==> src/rtl/mdio_pkg.sv <==
package mdio_pkg;

  localparam int PHY_W   = 5;
  localparam int FLD_W   = 5;
  localparam int DATA_W  = 16;
  localparam int XADDR_W = 21;

  // bits after the preamble: start, opcode, phy, field, turnaround, payload, tail slot
  function automatic int frame_width(input int pre_len);
    return pre_len + 2 + 2 + PHY_W + FLD_W + 2 + DATA_W + 1;
  endfunction

  typedef enum logic [1:0] {
    FK_ADDR  = 2'd0,
    FK_READ  = 2'd1,
    FK_WRITE = 2'd2
  } frame_kind_e;

  typedef enum logic [1:0] {
    SQ_IDLE = 2'd0,
    SQ_ADDR = 2'd1,
    SQ_DATA = 2'd2
  } seq_state_e;

  typedef struct packed {
    logic               write;
    logic               c45;
    logic [PHY_W-1:0]   phy;
    logic [XADDR_W-1:0] addr;
    logic [DATA_W-1:0]  wdata;
  } mgmt_req_t;

endpackage

==> src/rtl/mdio_bit_timer.sv <==
module mdio_bit_timer #(
  parameter int MDC_HALF = 4
) (
  input  logic clk,
  input  logic rst_n,
  input  logic start,
  input  logic run,
  output logic mdc,
  output logic rise,
  output logic fall
);

  localparam int CNT_W = (MDC_HALF > 1) ? $clog2(MDC_HALF) : 1;
  localparam logic [CNT_W-1:0] LAST = CNT_W'(MDC_HALF - 1);

  logic [CNT_W-1:0] pcnt;
  logic             wrap;

  assign wrap = run && (pcnt == LAST);
  assign rise = wrap && !mdc;
  assign fall = wrap && mdc;

  always_ff @(posedge clk) begin
    if (!rst_n) begin
      pcnt <= '0;
      mdc  <= 1'b0;
    end else if (start || !run) begin
      pcnt <= '0;
      mdc  <= 1'b0;
    end else if (wrap) begin
      pcnt <= '0;
      mdc  <= ~mdc;
    end else begin
      pcnt <= pcnt + 1'b1;
    end
  end


  mdc_rise_run_chk: assert property (@(posedge clk) disable iff (!rst_n)
    $rose(mdc) |-> $past(run));


  mdc_low_idle_chk: assert property (@(posedge clk) disable iff (!rst_n)
    !$past(run) |-> !mdc);

endmodule

==> src/rtl/mdio_frame_build.sv <==
module mdio_frame_build
  import mdio_pkg::*;
#(
  parameter int PRE_LEN = 32,
  parameter int FRAME_W = frame_width(PRE_LEN),
  parameter int NB_W    = $clog2(FRAME_W + 1)
) (
  input  frame_kind_e        kind,
  input  logic               c45,
  input  logic [PHY_W-1:0]   phy,
  input  logic [XADDR_W-1:0] addr,
  input  logic [DATA_W-1:0]  wdata,
  output logic [FRAME_W-1:0] tx_bits,
  output logic [FRAME_W-1:0] oe_bits,
  output logic [NB_W-1:0]    nbits
);

  localparam int HEAD_W = PRE_LEN + 2 + 2 + PHY_W + FLD_W;
  localparam int TAIL_W = FRAME_W - HEAD_W;

  logic [1:0]        start_code;
  logic [1:0]        op_code;
  logic [FLD_W-1:0]  field;
  logic [DATA_W-1:0] payload;
  logic [TAIL_W-1:0] tail_oe;

  always_comb begin
    start_code = c45 ? 2'b00 : 2'b01;
    field      = c45 ? addr[XADDR_W-1:DATA_W] : addr[FLD_W-1:0];
    case (kind)
      FK_ADDR: begin
        op_code = 2'b00;
        payload = addr[DATA_W-1:0];
        tail_oe = {{(TAIL_W-1){1'b1}}, 1'b0};
      end
      FK_WRITE: begin
        op_code = 2'b01;
        payload = wdata;
        tail_oe = {{(TAIL_W-1){1'b1}}, 1'b0};
      end
      default: begin
        op_code = c45 ? 2'b11 : 2'b10;
        payload = '1;
        tail_oe = '0;
      end
    endcase
    tx_bits = {{PRE_LEN{1'b1}}, start_code, op_code, phy, field, 2'b10, payload, 1'b1};
    oe_bits = {{HEAD_W{1'b1}}, tail_oe};
    nbits   = (kind == FK_ADDR) ? NB_W'(FRAME_W) : NB_W'(FRAME_W - 1);
  end

endmodule

==> src/rtl/mdio_shift_engine.sv <==
module mdio_shift_engine
  import mdio_pkg::*;
#(
  parameter int PRE_LEN = 32,
  parameter int FRAME_W = frame_width(PRE_LEN),
  parameter int NB_W    = $clog2(FRAME_W + 1)
) (
  input  logic               clk,
  input  logic               rst_n,
  input  logic               load,
  input  logic [FRAME_W-1:0] tx_in,
  input  logic [FRAME_W-1:0] oe_in,
  input  logic [NB_W-1:0]    nbits_in,
  input  logic               rise,
  input  logic               fall,
  input  logic               mdio_i,
  output logic               mdio_o,
  output logic               mdio_oe,
  output logic               frame_end,
  output logic [DATA_W-1:0]  rx_data,
  output logic               ta_seen
);

  // index of the second turnaround bit, the one the PHY drives
  localparam int TA_IDX = PRE_LEN + 2 + 2 + PHY_W + FLD_W + 1;

  logic [FRAME_W-1:0] tx_sh;
  logic [FRAME_W-1:0] oe_sh;
  logic [NB_W-1:0]    bidx;
  logic [NB_W-1:0]    nb_q;
  logic               last_bit;

  assign last_bit  = (bidx == nb_q - NB_W'(1));
  assign frame_end = fall && last_bit;
  assign mdio_o    = tx_sh[FRAME_W-1];
  assign mdio_oe   = oe_sh[FRAME_W-1];

  always_ff @(posedge clk) begin
    if (!rst_n) begin
      tx_sh   <= '1;
      oe_sh   <= '0;
      bidx    <= '0;
      nb_q    <= NB_W'(FRAME_W);
      rx_data <= '0;
      ta_seen <= 1'b0;
    end else begin
      if (load) begin
        tx_sh   <= tx_in;
        oe_sh   <= oe_in;
        bidx    <= '0;
        nb_q    <= nbits_in;
        ta_seen <= 1'b0;
      end else if (fall) begin
        if (last_bit) begin
          tx_sh <= '1;
          oe_sh <= '0;
        end else begin
          tx_sh <= {tx_sh[FRAME_W-2:0], 1'b1};
          oe_sh <= {oe_sh[FRAME_W-2:0], 1'b0};
          bidx  <= bidx + 1'b1;
        end
      end
      if (rise) begin
        rx_data <= {rx_data[DATA_W-2:0], mdio_i};
        if (bidx == NB_W'(TA_IDX)) ta_seen <= mdio_i;
      end
    end
  end


  frame_release_chk: assert property (@(posedge clk) disable iff (!rst_n)
    frame_end |=> (!mdio_oe || $past(load)));


  sample_not_load_chk: assert property (@(posedge clk) disable iff (!rst_n)
    rise |-> !load);

endmodule

==> src/rtl/mdio_master.sv <==
module mdio_master
  import mdio_pkg::*;
#(
  parameter int MDC_HALF = 4,
  parameter int PRE_LEN  = 32
) (
  input  logic               clk,
  input  logic               rst_n,
  input  logic               req_valid,
  output logic               req_ready,
  input  logic               req_write,
  input  logic               req_c45,
  input  logic [PHY_W-1:0]   req_phy,
  input  logic [XADDR_W-1:0] req_addr,
  input  logic [DATA_W-1:0]  req_wdata,
  output logic               done,
  output logic [DATA_W-1:0]  rdata,
  output logic               ta_err,
  output logic               mdc,
  output logic               mdio_o,
  output logic               mdio_oe,
  input  logic               mdio_i
);

  localparam int FRAME_W = frame_width(PRE_LEN);
  localparam int NB_W    = $clog2(FRAME_W + 1);

  seq_state_e         st_q;
  mgmt_req_t          req_q;
  mgmt_req_t          req_in;
  mgmt_req_t          bld_req;
  frame_kind_e        bld_kind;
  logic               accept;
  logic               load;
  logic               run;
  logic               rise;
  logic               fall;
  logic               frame_end;
  logic [FRAME_W-1:0] tx_bits;
  logic [FRAME_W-1:0] oe_bits;
  logic [NB_W-1:0]    nbits;
  logic [DATA_W-1:0]  rx_data;
  logic               ta_seen;
  logic               done_q;
  logic [DATA_W-1:0]  rdata_q;
  logic               ta_err_q;

  assign req_in = '{write: req_write, c45: req_c45, phy: req_phy,
                    addr: req_addr, wdata: req_wdata};

  assign req_ready = (st_q == SQ_IDLE);
  assign accept    = req_ready && req_valid;
  assign load      = accept || ((st_q == SQ_ADDR) && frame_end);
  assign run       = (st_q != SQ_IDLE);
  assign done      = done_q;
  assign rdata     = rdata_q;
  assign ta_err    = ta_err_q;

  // idle: the frame is built from the live request; busy: only the data frame of the captured one
  always_comb begin
    if (st_q == SQ_IDLE) begin
      bld_req  = req_in;
      bld_kind = req_in.c45 ? FK_ADDR : (req_in.write ? FK_WRITE : FK_READ);
    end else begin
      bld_req  = req_q;
      bld_kind = req_q.write ? FK_WRITE : FK_READ;
    end
  end

  mdio_frame_build #(
    .PRE_LEN (PRE_LEN),
    .FRAME_W (FRAME_W),
    .NB_W    (NB_W)
  ) u_build (
    .kind    (bld_kind),
    .c45     (bld_req.c45),
    .phy     (bld_req.phy),
    .addr    (bld_req.addr),
    .wdata   (bld_req.wdata),
    .tx_bits (tx_bits),
    .oe_bits (oe_bits),
    .nbits   (nbits)
  );

  mdio_bit_timer #(
    .MDC_HALF (MDC_HALF)
  ) u_timer (
    .clk   (clk),
    .rst_n (rst_n),
    .start (load),
    .run   (run),
    .mdc   (mdc),
    .rise  (rise),
    .fall  (fall)
  );

  mdio_shift_engine #(
    .PRE_LEN (PRE_LEN),
    .FRAME_W (FRAME_W),
    .NB_W    (NB_W)
  ) u_shift (
    .clk       (clk),
    .rst_n     (rst_n),
    .load      (load),
    .tx_in     (tx_bits),
    .oe_in     (oe_bits),
    .nbits_in  (nbits),
    .rise      (rise),
    .fall      (fall),
    .mdio_i    (mdio_i),
    .mdio_o    (mdio_o),
    .mdio_oe   (mdio_oe),
    .frame_end (frame_end),
    .rx_data   (rx_data),
    .ta_seen   (ta_seen)
  );

  always_ff @(posedge clk) begin
    if (!rst_n) begin
      st_q     <= SQ_IDLE;
      req_q    <= '0;
      done_q   <= 1'b0;
      rdata_q  <= '0;
      ta_err_q <= 1'b0;
    end else begin
      done_q <= 1'b0;
      case (st_q)
        SQ_IDLE: begin
          if (req_valid) begin
            req_q <= req_in;
            st_q  <= req_in.c45 ? SQ_ADDR : SQ_DATA;
          end
        end
        SQ_ADDR: begin
          if (frame_end) st_q <= SQ_DATA;
        end
        SQ_DATA: begin
          if (frame_end) begin
            st_q     <= SQ_IDLE;
            done_q   <= 1'b1;
            rdata_q  <= req_q.write ? '0 : rx_data;
            ta_err_q <= !req_q.write && ta_seen;
          end
        end
        default: st_q <= SQ_IDLE;
      endcase
    end
  end


  done_pulse_chk: assert property (@(posedge clk) disable iff (!rst_n)
    done |=> !done);


  idle_quiet_chk: assert property (@(posedge clk) disable iff (!rst_n)
    req_ready |-> (!mdio_oe && !mdc));


  busy_entry_chk: assert property (@(posedge clk) disable iff (!rst_n)
    $fell(req_ready) |-> $past(req_valid));


  mdio_edge_chk: assert property (@(posedge clk) disable iff (!rst_n)
    (!$stable(mdio_o) || !$stable(mdio_oe)) |-> !mdc);

endmodule

==> config.mk <==
export PLATFORM = sky130hd
export DESIGN_NAME = mdio_master
export DESIGN_NICKNAME = d
export VERILOG_FILES = /design/src/rtl/mdio_pkg.sv /design/src/rtl/mdio_bit_timer.sv /design/src/rtl/mdio_frame_build.sv /design/src/rtl/mdio_shift_engine.sv /design/src/rtl/mdio_master.sv
export SDC_FILE = /design/constraint.sdc
export NUM_CORES = 1
export LEC_CHECK = 0
export BUFFER_PORTS_ARGS = -buffer_cell sky130_fd_sc_hd__buf_2
export CORE_ASPECT_RATIO = 1.25
export CORE_UTILIZATION = 55
export CTS_CLUSTER_DIAMETER = 80
export DETAILED_ROUTE_END_ITERATION = 12
export PLACE_DENSITY = 0.73
export SYNTH_ARGS = -nofsm -noshare
export SYNTH_HDL_FRONTEND = slang
export SYNTH_HIERARCHICAL = 1
export SYNTH_SLANG_ARGS = --single-unit
==> constraint.sdc <==
create_clock -name clk -period 6.7 [get_ports clk]
set_input_delay 1.34 -clock clk [delete_from_list [all_inputs] [get_ports clk]]
set_output_delay 1.34 -clock clk [all_outputs]
set_load 0.01 [all_outputs]
# Word level (Yosys, flattened, before mapping)
# Cells that the tools add are included.
[word_totals] elab_cells=86 in_bits=48 regBits=228 out_inout_bits=22
[classes] n_addsub=3 eq_ne=9 bitwise=3 n_reduce_logical=25 n_mux=28
[op_table] cell="65-bit two-way mux" count=4
[op_table] cell="33-bit two-way mux" count=2
[op_table] cell="43-bit two-way mux" count=1
[op_table] cell="16-bit case mux with 2 select lines" count=1
[op_table] cell="19-bit two-way mux" count=1
[op_table] cell="16-bit two-way mux" count=1
[op_table] cell="2-bit two-way mux" count=8
[op_table] cell="2-bit AND reduction" count=4
[op_table] cell="7-bit by 1-bit adder with 7-bit output (second input constant)" count=1
[op_table] cell="7-bit by 6-bit equality test with 1-bit output (second input constant)" count=1
[op_table] cell="7-bit equality test" count=1
[op_table] cell="1-bit logical AND" count=7
[op_table] cell="1-bit two-way mux" count=7
[op_table] cell="7-bit by 1-bit subtractor with 7-bit output (second input constant)" count=1
[op_table] cell="2-bit equality test (second input constant)" count=3
[op_table] cell="2-bit != test (second input constant)" count=3
[op_table] cell="2-bit case mux with 3 select lines" count=1
[op_table] cell="2-bit OR reduction" count=3
[op_table] cell="5-bit two-way mux" count=1
[op_table] cell="2-bit zero test" count=2
[op_table] cell="2-bit case mux with 2 select lines" count=1
[op_table] cell="2-bit nonzero test" count=2
[op_table] cell="1-bit zero test" count=3
[op_table] cell="1-bit inverter" count=3
[op_table] cell="other kinds (5)" count=6

# Longest topological paths before layout
# Gate-level depths: netlist (run 1).
[depth] ltp_word=9 mapped_depth=18 mapped_depth_nobuf=12

# Cells and area by module
# Netlist (run 1), hierarchy kept.
[modules_own_cells] mod="mdio_shift_engine" instances=1 area_per_inst_um2=7519.7 cells_per_inst=889
[modules_own_cells] mod="mdio_master" instances=1 area_per_inst_um2=3199.3 cells_per_inst=335
[modules_own_cells] mod="mdio_frame_build" instances=1 area_per_inst_um2=1184.9 cells_per_inst=159
[modules_own_cells] mod="mdio_bit_timer" instances=1 area_per_inst_um2=125.1 cells_per_inst=12

# Worst setup path before layout (run 1)
# No wires, ideal clock.
[synth_timing] kind="flip-flop to flip-flop" from="register u_shift.nb_q[0]" to="register u_shift.tx_sh[25]" slack_ns=2.914 synth_period_minus_slack_ns=3.786 setup_time_ns=0.079 stages_incl_launch_ff=19 arrival_time_ns=3.707 path_cell_list="dfxtp_1 -> clkbuf_2 -> inv_1 -> ha_1 -> buf_2 -> o21bai_1 -> a211oi_1 -> and4bb_2 -> or3_4 -> buf_6 -> buf_6 -> nor2_1 -> mux2i_1 -> nor2_1 -> clkbuf_1 -> buf_1 -> clkbuf_1 -> a21oi_1 -> o211ai_1"
[synth_via] elab_chain_cells=6
[synth_rtl] element="from (decl)" line="mdio_shift_engine.sv:30" source="logic [NB_W-1:0] nb_q;"
[synth_rtl] element="from (signal assigned)" line="mdio_shift_engine.sv:43" source="nb_q <= NB_W'(FRAME_W);"
[synth_rtl] element="from (signal assigned)" line="mdio_shift_engine.sv:51" source="nb_q <= nbits_in;"
[synth_rtl] element="7-bit by 1-bit subtractor with 7-bit output *" line="mdio_shift_engine.sv:33" source="assign last_bit = (bidx == nb_q - NB_W'(1));"
[synth_rtl] element="7-bit equality test *" line="mdio_shift_engine.sv:33"
[synth_rtl] element="1-bit logical AND *" line="mdio_shift_engine.sv:34" source="assign frame_end = fall && last_bit;"
[synth_rtl] element="named net frame_end" line="mdio_master.sv:38" source="logic frame_end;"
[synth_rtl] element="1-bit logical AND *" line="mdio_master.sv:53" source="assign load = accept || ((st_q == SQ_ADDR) && frame_end);"
[synth_rtl] element="1-bit logical OR *" line="mdio_master.sv:53"
[synth_rtl] element="named net load" line="mdio_master.sv:34" source="logic load;"
[synth_rtl] element="33-bit two-way mux / 2-bit nonzero test (equally long branches)"
[synth_rtl] element="to (signal assigned)" line="mdio_shift_engine.sv:48" source="tx_sh <= tx_in;"
[synth_rtl] element="to (signal assigned)" line="mdio_shift_engine.sv:58" source="tx_sh <= {tx_sh[FRAME_W-2:0], 1'b1};"
[synth_rtl] element="to (decl)" line="mdio_shift_engine.sv:27" source="logic [FRAME_W-1:0] tx_sh;"
# Mark *: on every way through the listed nets, which the timed path passes. The rest lies on a longest branch. The select of a mux whose other input is x is not followed.
# A chain may end at the register's enable or synchronous reset.

# Worst setup path in the final report (run 1)
[layout_timing] from="register u_shift.nb_q[0]" to="register u_shift.oe_sh[12]"
[layout_via] elab_chain_cells=6
[layout_rtl] element="7-bit by 1-bit subtractor with 7-bit output *" line="mdio_shift_engine.sv:33"
[layout_rtl] element="7-bit equality test *" line="mdio_shift_engine.sv:33"
[layout_rtl] element="1-bit logical AND *" line="mdio_shift_engine.sv:34"
[layout_rtl] element="named net frame_end" line="mdio_master.sv:38"
[layout_rtl] element="1-bit logical AND *" line="mdio_master.sv:53"
[layout_rtl] element="1-bit logical OR *" line="mdio_master.sv:53"
[layout_rtl] element="named net load" line="mdio_master.sv:34"
[layout_rtl] element="65-bit two-way mux / 2-bit nonzero test (equally long branches)"
[layout_rtl] element="to (signal assigned)" line="mdio_shift_engine.sv:49" source="oe_sh <= oe_in;"
[layout_rtl] element="to (signal assigned)" line="mdio_shift_engine.sv:59" source="oe_sh <= {oe_sh[FRAME_W-2:0], 1'b0};"
[layout_rtl] element="to (decl)" line="mdio_shift_engine.sv:28" source="logic [FRAME_W-1:0] oe_sh;"
# Marked as above.

==> reports/metrics.yaml, run 1 <==
viasPerCell: 5.45
placed_area_sq_um: 11700
cts.repair.resized: 0
initial_utilization_pct: 56.0
cp_data_arrival_time_ns: 4.84
ant_nets: 0
post-synth-top-count-cell: "dfxtp_1"
critPathMaxStageDelay_ns: 0.76
avgSynthCellArea_sq_um: 8.62
dr.pass1.iters: 5
whs_ns: 0.450
hold_path_class: "reg2reg"
io_buffer_count: 69
clkTransAtPathRegs_ns: 0.06
critPathKind: "reg2reg"
grt_pass1_vias: 8349
fin_tns_setup_ns: 0
antenna_cells: 0
drtIter0Drc: 663
die_h_um: 167
wl_per_cell_um: 13.5
clockBufferDepth: 3
grt_overflow: 0
finClkSkew_ns: 0.0101
synth_top_area_share_pct: 37.9
synth-warning-count: 6
maxSlewHeadroom_pct: 27.6
die-area_sq_um: 22500
setup_viol_count_final: 0
num-nets-final: 1402
synth.distinct_cells: 59
postCtsSetupRepairBufs: 0
slowest_stage: "nor2_4"
syn_area_sq_um: 12000
slew_violations: 0
fmax_ghz: 0.226
ios: 70
final_hold_viol_count: 0
outcome: "complete, no violations"
period_minus_slack_ns: 4.43
gp_congestion: 0.744
synth_cells: 1395
fin_crit_sh_pct: 66.1
track_usage_pct: 19.3
power_density_nw_per_um2: 267
synth-edff-count: 0
die_w_um: 134
htreeDepth: 1
grt_pass1_wl_um: 37600
ys_seq_elements: 228
crit_fanout: 86
synth_common_cells: "dfxtp_1, nand2_1, a21oi_1"
cts_buffers: 23
peakVddDrop_uv: 198
area_growth_pct: 3.74
crit_path_frequent_cell: "nor2_4"
ys_seq_area_share_pct: 37.9
max-cap-violations: 0
cts_tree: "done"
yosys.area.top_type: "dfxtp_1"
startpoint_type: "flop"
hpwl_um: 12300
rows: 60
clkSinkCount: 228
grt_max_degree: 273
routed_wl_um: 22100
insertion_delay_ns: 0.50
end_kind: "flop"
worst_slew_pin_slew_ns: 1.09
drc: 0
holdBufCountCts: 0
p_total_mw: 3.33
required_ns: 7.12
synth_area_leaders: "dfxtp_1, mux2i_1, buf_4"
clockRootBuffer: "clkbuf_16"
final_area_sq_um: 12500
core_area_sq_um: 21500
drive_gt1_share_pct: 13.2
yosys_most_used_dff: "dfxtp_1"
p_leak_nw: 4.74
cp_cell_sequence: "inv_1 > ha_1 > xnor2_1 > a221oi_2 > a41oi_1 > or3_4 > nor2_1 > mux2i_1 > nor2_4 > nor2_4 > buf_12 > nand3_1 > a21boi_0"
rsz0062_at_grt: "no"
antenna_found_initial: 0
async_flop_share_pct: 0
fin_util_pct: 58.1
vias: 8949
-- per-stage QoR --
step	setup WS, ns	cells
floorplan	2.91	1482
global placement	2.42	1605
detailed placement	2.30	1605
CTS	2.24	1643
global route	1.79	1643
finish	2.27	1643
-- worst max-delay path, delay by kind of cell, from the launching register on --
family	cells	cell delay (ns)
flip-flops	1	0.44
AO/OA/AOI/OAI	3	0.71
XOR/XNOR	1	0.20
adder cells (fa/ha/maj)	1	0.30
buffers and inverters	2	0.49
AND/OR/NAND/NOR	5	1.87
multiplexers	1	0.29
-- cell families (layout without fill, tap and decap cells) --
| logic type | Yosys count | after routing | synth area share, % |
|---|---|---|---|
| and+or+nand+nor | 476 | 476 | 20.4 |
| AOI/OAI and AO/OA | 283 | 283 | 14.9 |
| buffers and inverters | 241 | 123 | 12.4 |
| DFF | 228 | 228 | 37.9 |
| muxes | 151 | 151 | 13.1 |
| xor gates and xnor gates | 11 | 11 | 0.915 |
| adders and majority gates | 3 | 3 | 0.312 |
| other | 2 | 89 | 0.0624 |
-- metal layers --
metal  part of all wire (%)  GRT usage (%)
met1                     49           25.1
met2                     46           33.6
met3                    3.5           2.48
met4                    1.5           4.98
met5                      0              0
-- cells in the final DEF, fill, tap and decap left out, drive strengths merged, types with 19 or more instances in the layout --
cell,Yosys,routed
clkbuf,86,30
nor2b,28,28
conb,2,89
dfxtp,228,228
buf,149,79
a21oi,133,133
nand2,190,190
nor3,68,68
mux2,49,49
o211ai,66,66
a21boi,64,64
mux2i,102,102
nand3b,19,19
nand3,67,67
nor3b,67,67
-- final timing paths --
check / from / to / slack (ns) / cells past startpoint
worst max-delay path: u_shift/nb_q[0] / u_shift/oe_sh[12] / 2.27 / 13
worst min-delay path: u_timer/pcnt[0] / u_timer/pcnt[0] / 0.45 / 1
worst max register to register: u_shift/nb_q[0] / u_shift/oe_sh[12] / 2.27 / 13
worst min register to register: u_timer/pcnt[0] / u_timer/pcnt[0] / 0.45 / 1
-- cell type report --
class                           count  area, sq um
Tap cell                          279          349
Multi-Input combinational cell   1013         6340
Inverter                            6         22.5
Sequential cell                   228         4560
Timing Repair Buffer               79          452
Clock buffer                       30          662
Fill cell                        1906         8990
Clock inverter                      8         93.8
-- flip-flops by register name, indices dropped and copies added (netlist names) --
signal,count
u_timer/mdc,1
u_shift/ta_seen,1
u_timer/pcnt,2
st_q,2
u_shift/tx_sh,65
req_q,44
u_shift/rx_data,16
ta_err,1
u_shift/nb_q,7
u_shift/bidx,7
rdata,16
u_shift/oe_sh,65
done,1
-- where the power goes --
group	internal (mW)	switching, mW
combinational	0.226	0.303
sequential	1.46	0.0550
clock	0.767	0.518
total	2.45	0.876
Power figures use the tool's default switching activity.
==> inputs of run 2 (changes only) <==
--- a/config.mk
+++ b/config.mk
@@ -5,12 +5,13 @@
 export SDC_FILE = /design/constraint.sdc
 export NUM_CORES = 1
 export LEC_CHECK = 0
+export ABC_AREA = 1
 export BUFFER_PORTS_ARGS = -buffer_cell sky130_fd_sc_hd__buf_2
 export CORE_ASPECT_RATIO = 1.25
 export CORE_UTILIZATION = 55
 export CTS_CLUSTER_DIAMETER = 80
 export DETAILED_ROUTE_END_ITERATION = 12
-export PLACE_DENSITY = 0.73
+export PLACE_DENSITY = 0.76
 export SYNTH_ARGS = -nofsm -noshare
 export SYNTH_HDL_FRONTEND = slang
 export SYNTH_HIERARCHICAL = 1
==> constraint.sdc (replaced) <==
create_clock -name clk -period 3.9 [get_ports clk]
set_input_delay 0.78 -clock clk [delete_from_list [all_inputs] [get_ports clk]]
set_output_delay 0.78 -clock clk [all_outputs]
set_load 0.01 [all_outputs]
==> run 2 against run 1 <==
Compared with the run above: first-iteration DRC count is 9.7% higher; synthesized cell count is 14% higher; critical path depth is 3 higher; critical path type unchanged; critical endpoint is now u_shift/oe_sh[10].
==> reports/metrics.yaml, run 2 <==
core_area_sq_um: 20800  # -3.0%
rsz0062_at_grt: "no"
required_ns: 4.34  # -2.78 ns
slowest_stage: "buf_4"
maxSlewHeadroom_pct: 18.2  # -9.4 points
grt_max_degree: 114  # -58%
fin_util_pct: 59.1  # +1.0 points
htreeDepth: 1  # unchanged
holdBufCountCts: 0  # unchanged
period_minus_slack_ns: 3.43  # -0.998 ns
synth-edff-count: 0  # unchanged
max-cap-violations: 0  # unchanged
dp_cells: 1801  # +12%
cpLargestDelayFamily: "buffers and inverters"
crit_fanout: 83  # -3.5%
synth_cells: 1594  # +14%
cts.repair.resized: 0  # unchanged
outcome: "complete, no violations"
layout_commonest_cell: "nand2_1"
async_flop_share_pct: 0  # unchanged
peakVddDrop_uv: 421  # +110%
grt_pass1_wl_um: 40400  # +7.3%
die_h_um: 165  # -1.4%
grt_overflow: 0  # unchanged
finClkSkew_ns: 0.0108  # +0.000710 ns
num-nets-final: 1605  # +14%
initial_utilization_pct: 56.2  # +0.16 points
insertion_delay_ns: 0.51  # about the same
ios: 70  # unchanged
area_growth_pct: 5.26
startpoint_type: "flop"
synth_area_leaders: "dfxtp_1, a21oi_1, o21ai_0"
grt_pass1_vias: 9065  # +8.6%
end_kind: "flop"
drtIter0Drc: 727  # +9.7%
viasPerCell: 5.34  # -1.9%
dr.pass1.iters: 4  # -1
rows: 59  # -1.7%
post-synth-top-count-cell: "nand2_1"
slew_violations: 0  # unchanged
wl_per_cell_um: 13.0  # -3.5%
clkTransAtPathRegs_ns: 0.07  # about the same
hpwl_um: 13300  # +8.5%
drc: 0  # unchanged
clockRootBuffer: "clkbuf_16"
vias: 9850  # +10%
die_w_um: 132  # -1.4%
ys_seq_elements: 228  # unchanged
clockBufferDepth: 3  # unchanged
yosys.area.top_type: "dfxtp_1"
hold_path_class: "reg2reg"
final_cell_mix: "nand2_1, dfxtp_1, o21ai_0, a21oi_1, nor2_1"
fmax_ghz: 0.292  # +29%
ant_nets: 0  # unchanged
synth.distinct_cells: 35  # -41%
final_hold_viol_count: 0  # unchanged
cts_buffers: 25  # +8.7%
drive_gt1_share_pct: 10.1  # -3.1 points
track_usage_pct: 21.5  # +2.2 points
syn_area_sq_um: 11700  # -2.8%
setup_viol_count_final: 0  # unchanged
clkSinkCount: 228  # unchanged
io_buffer_count: 69  # unchanged
cp_cell_sequence: "inv_1 > ha_1 > nand2_1 > nand2_1 > nand2_1 > nand2_1 > inv_1 > nand3_1 > nor2_4 > nand2_4 > nor2_1 > inv_1 > o31ai_4 > buf_4 > a22oi_1 > a21oi_1"
ys_seq_area_share_pct: 39.0  # +1.1 points
die-area_sq_um: 21900  # -2.7%
path_buf_inv: 4  # +2
cts_tree: "done"
synth-warning-count: 6  # unchanged
nFillCells: 1964  # +3.0%
final_cells: 1843  # +12%
fin_crit_sh_pct: 87.9  # +22 points
yosys_most_used_dff: "dfxtp_1"
crit_path_frequent_cell: "nand2_1"
critPathMaxStageDelay_ns: 0.73  # -0.03 ns
p_leak_nw: 5.09  # +7.3%
antenna_found_initial: 0  # unchanged
critPathKind: "reg2reg"
gp_congestion: 0.785  # +5.5%
antenna_cells: 0  # unchanged
reg_top3: "u_shift/oe_sh (65), u_shift/tx_sh (65), req_q (44)"
cp_data_arrival_time_ns: 3.87  # -0.97 ns
power_density_nw_per_um2: 498  # +87%
synth_top_area_share_pct: 39.0  # +1.1 points
synth_common_cells: "nand2_1, dfxtp_1, a21oi_1, o21ai_0, buf_4"
postCtsSetupRepairBufs: 0  # unchanged
routed_wl_um: 23900  # +8.2%
avgSynthCellArea_sq_um: 7.34  # -15%
fin_tns_setup_ns: 0  # unchanged
worst_slew_pin_slew_ns: 1.23  # +0.141 ns
[run 2: cell types whose count changed after synthesis, sizes merged, moves of 61 or more]
cell    previous run  this run
nor3b             67         0
nand2            190       251
a21boi            64         0
a21oi            133       204
o211ai            66         0
nor3              68         0
o21ai              8       205
nor2              15       104
mux2i            102         0
inv                6        70
a22oi              0        64
[run 2: report_power, final]
group | internal [mW] | switching [mW]
Sequential | 2.53 | 0.0899
Combinational | 0.383 | 0.699
Clock | 1.50 | 0.927
[run 2: worst reg2reg max path: stages, from the launching register on]
cell,delay (ns)
dfxtp_1,0.38
inv_1,0.10
ha_1,0.25
nand2_1,0.10
nand2_1,0.06
nand2_1,0.05
nand2_1,0.05
inv_1,0.04
nand3_1,0.10
nor2_4,0.13
nand2_4,0.10
nor2_1,0.29
inv_1,0.18
o31ai_4,0.34
buf_4,0.73
a22oi_1,0.27
a21oi_1,0.18
[run 2: per-stage QoR]
step / power (mW) / worst slack [ns] / hold slack (ns) / area, sq um
floorplan: 3.65 / 0.435 / 0.397 / 12000
global placement: 3.72 / 0.622 / 0.408 / 11500
detailed placement: 3.75 / 0.510 / 0.417 / 11500
CTS: 6.18 / 0.500 / 0.436 / 12300
global route: 6.44 / 0.130 / 0.465 / 12300
finish: 6.13 / 0.471 / 0.438 / 12300
[run 2: final timing paths]
| path | start | endpoint | slack, ns | cells after the start |
|---|---|---|---|---|
| setup / recovery | u_shift/nb_q[0] | u_shift/oe_sh[10] | 0.47 | 16 |
| hold / removal | u_timer/pcnt[0] | u_timer/pcnt[0] | 0.44 | 1 |
| setup reg to reg | u_shift/nb_q[0] | u_shift/oe_sh[10] | 0.47 | 16 |
| hold reg to reg | u_timer/pcnt[0] | u_timer/pcnt[0] | 0.44 | 1 |
[run 2: cell type report]
type | instances | area, sq um | area share [%]
inverters | 72 | 274 | 2.23
repair buffers | 87 | 505 | 4.11
well taps | 274 | 343 | 2.78
flip-flops and latches | 228 | 4560 | 37.1
clock buffers | 35 | 733 | 5.96
multi-input cells | 1140 | 5780 | 46.9
clock inverters | 7 | 116 | 0.945
[run 2: routing by layer]
layer  track usage [%]  wire length (um)  up-vias
li1                  -                 -     5078
met1              26.0             11100     4576
met2              39.4             11500      164
met3              3.25               973       32
met4              6.22               400        0
met5                 0                 0        -
[run 2: cells by family (layout without fill, tap and decap cells)]
| group | count (synthesis) | in the layout | share of synthesized area, % |
|---|---|---|---|
| adder cells (fa/ha/maj) | 3 | 3 | 0.321 |
| XOR/XNOR | 9 | 9 | 0.674 |
| AO/OA/AOI/OAI | 527 | 527 | 25.1 |
| AND/OR/NAND/NOR | 512 | 512 | 20.3 |
| other | 2 | 89 | 0.0642 |
| buffers and inverters | 313 | 201 | 14.6 |
| flip-flops | 228 | 228 | 39.0 |
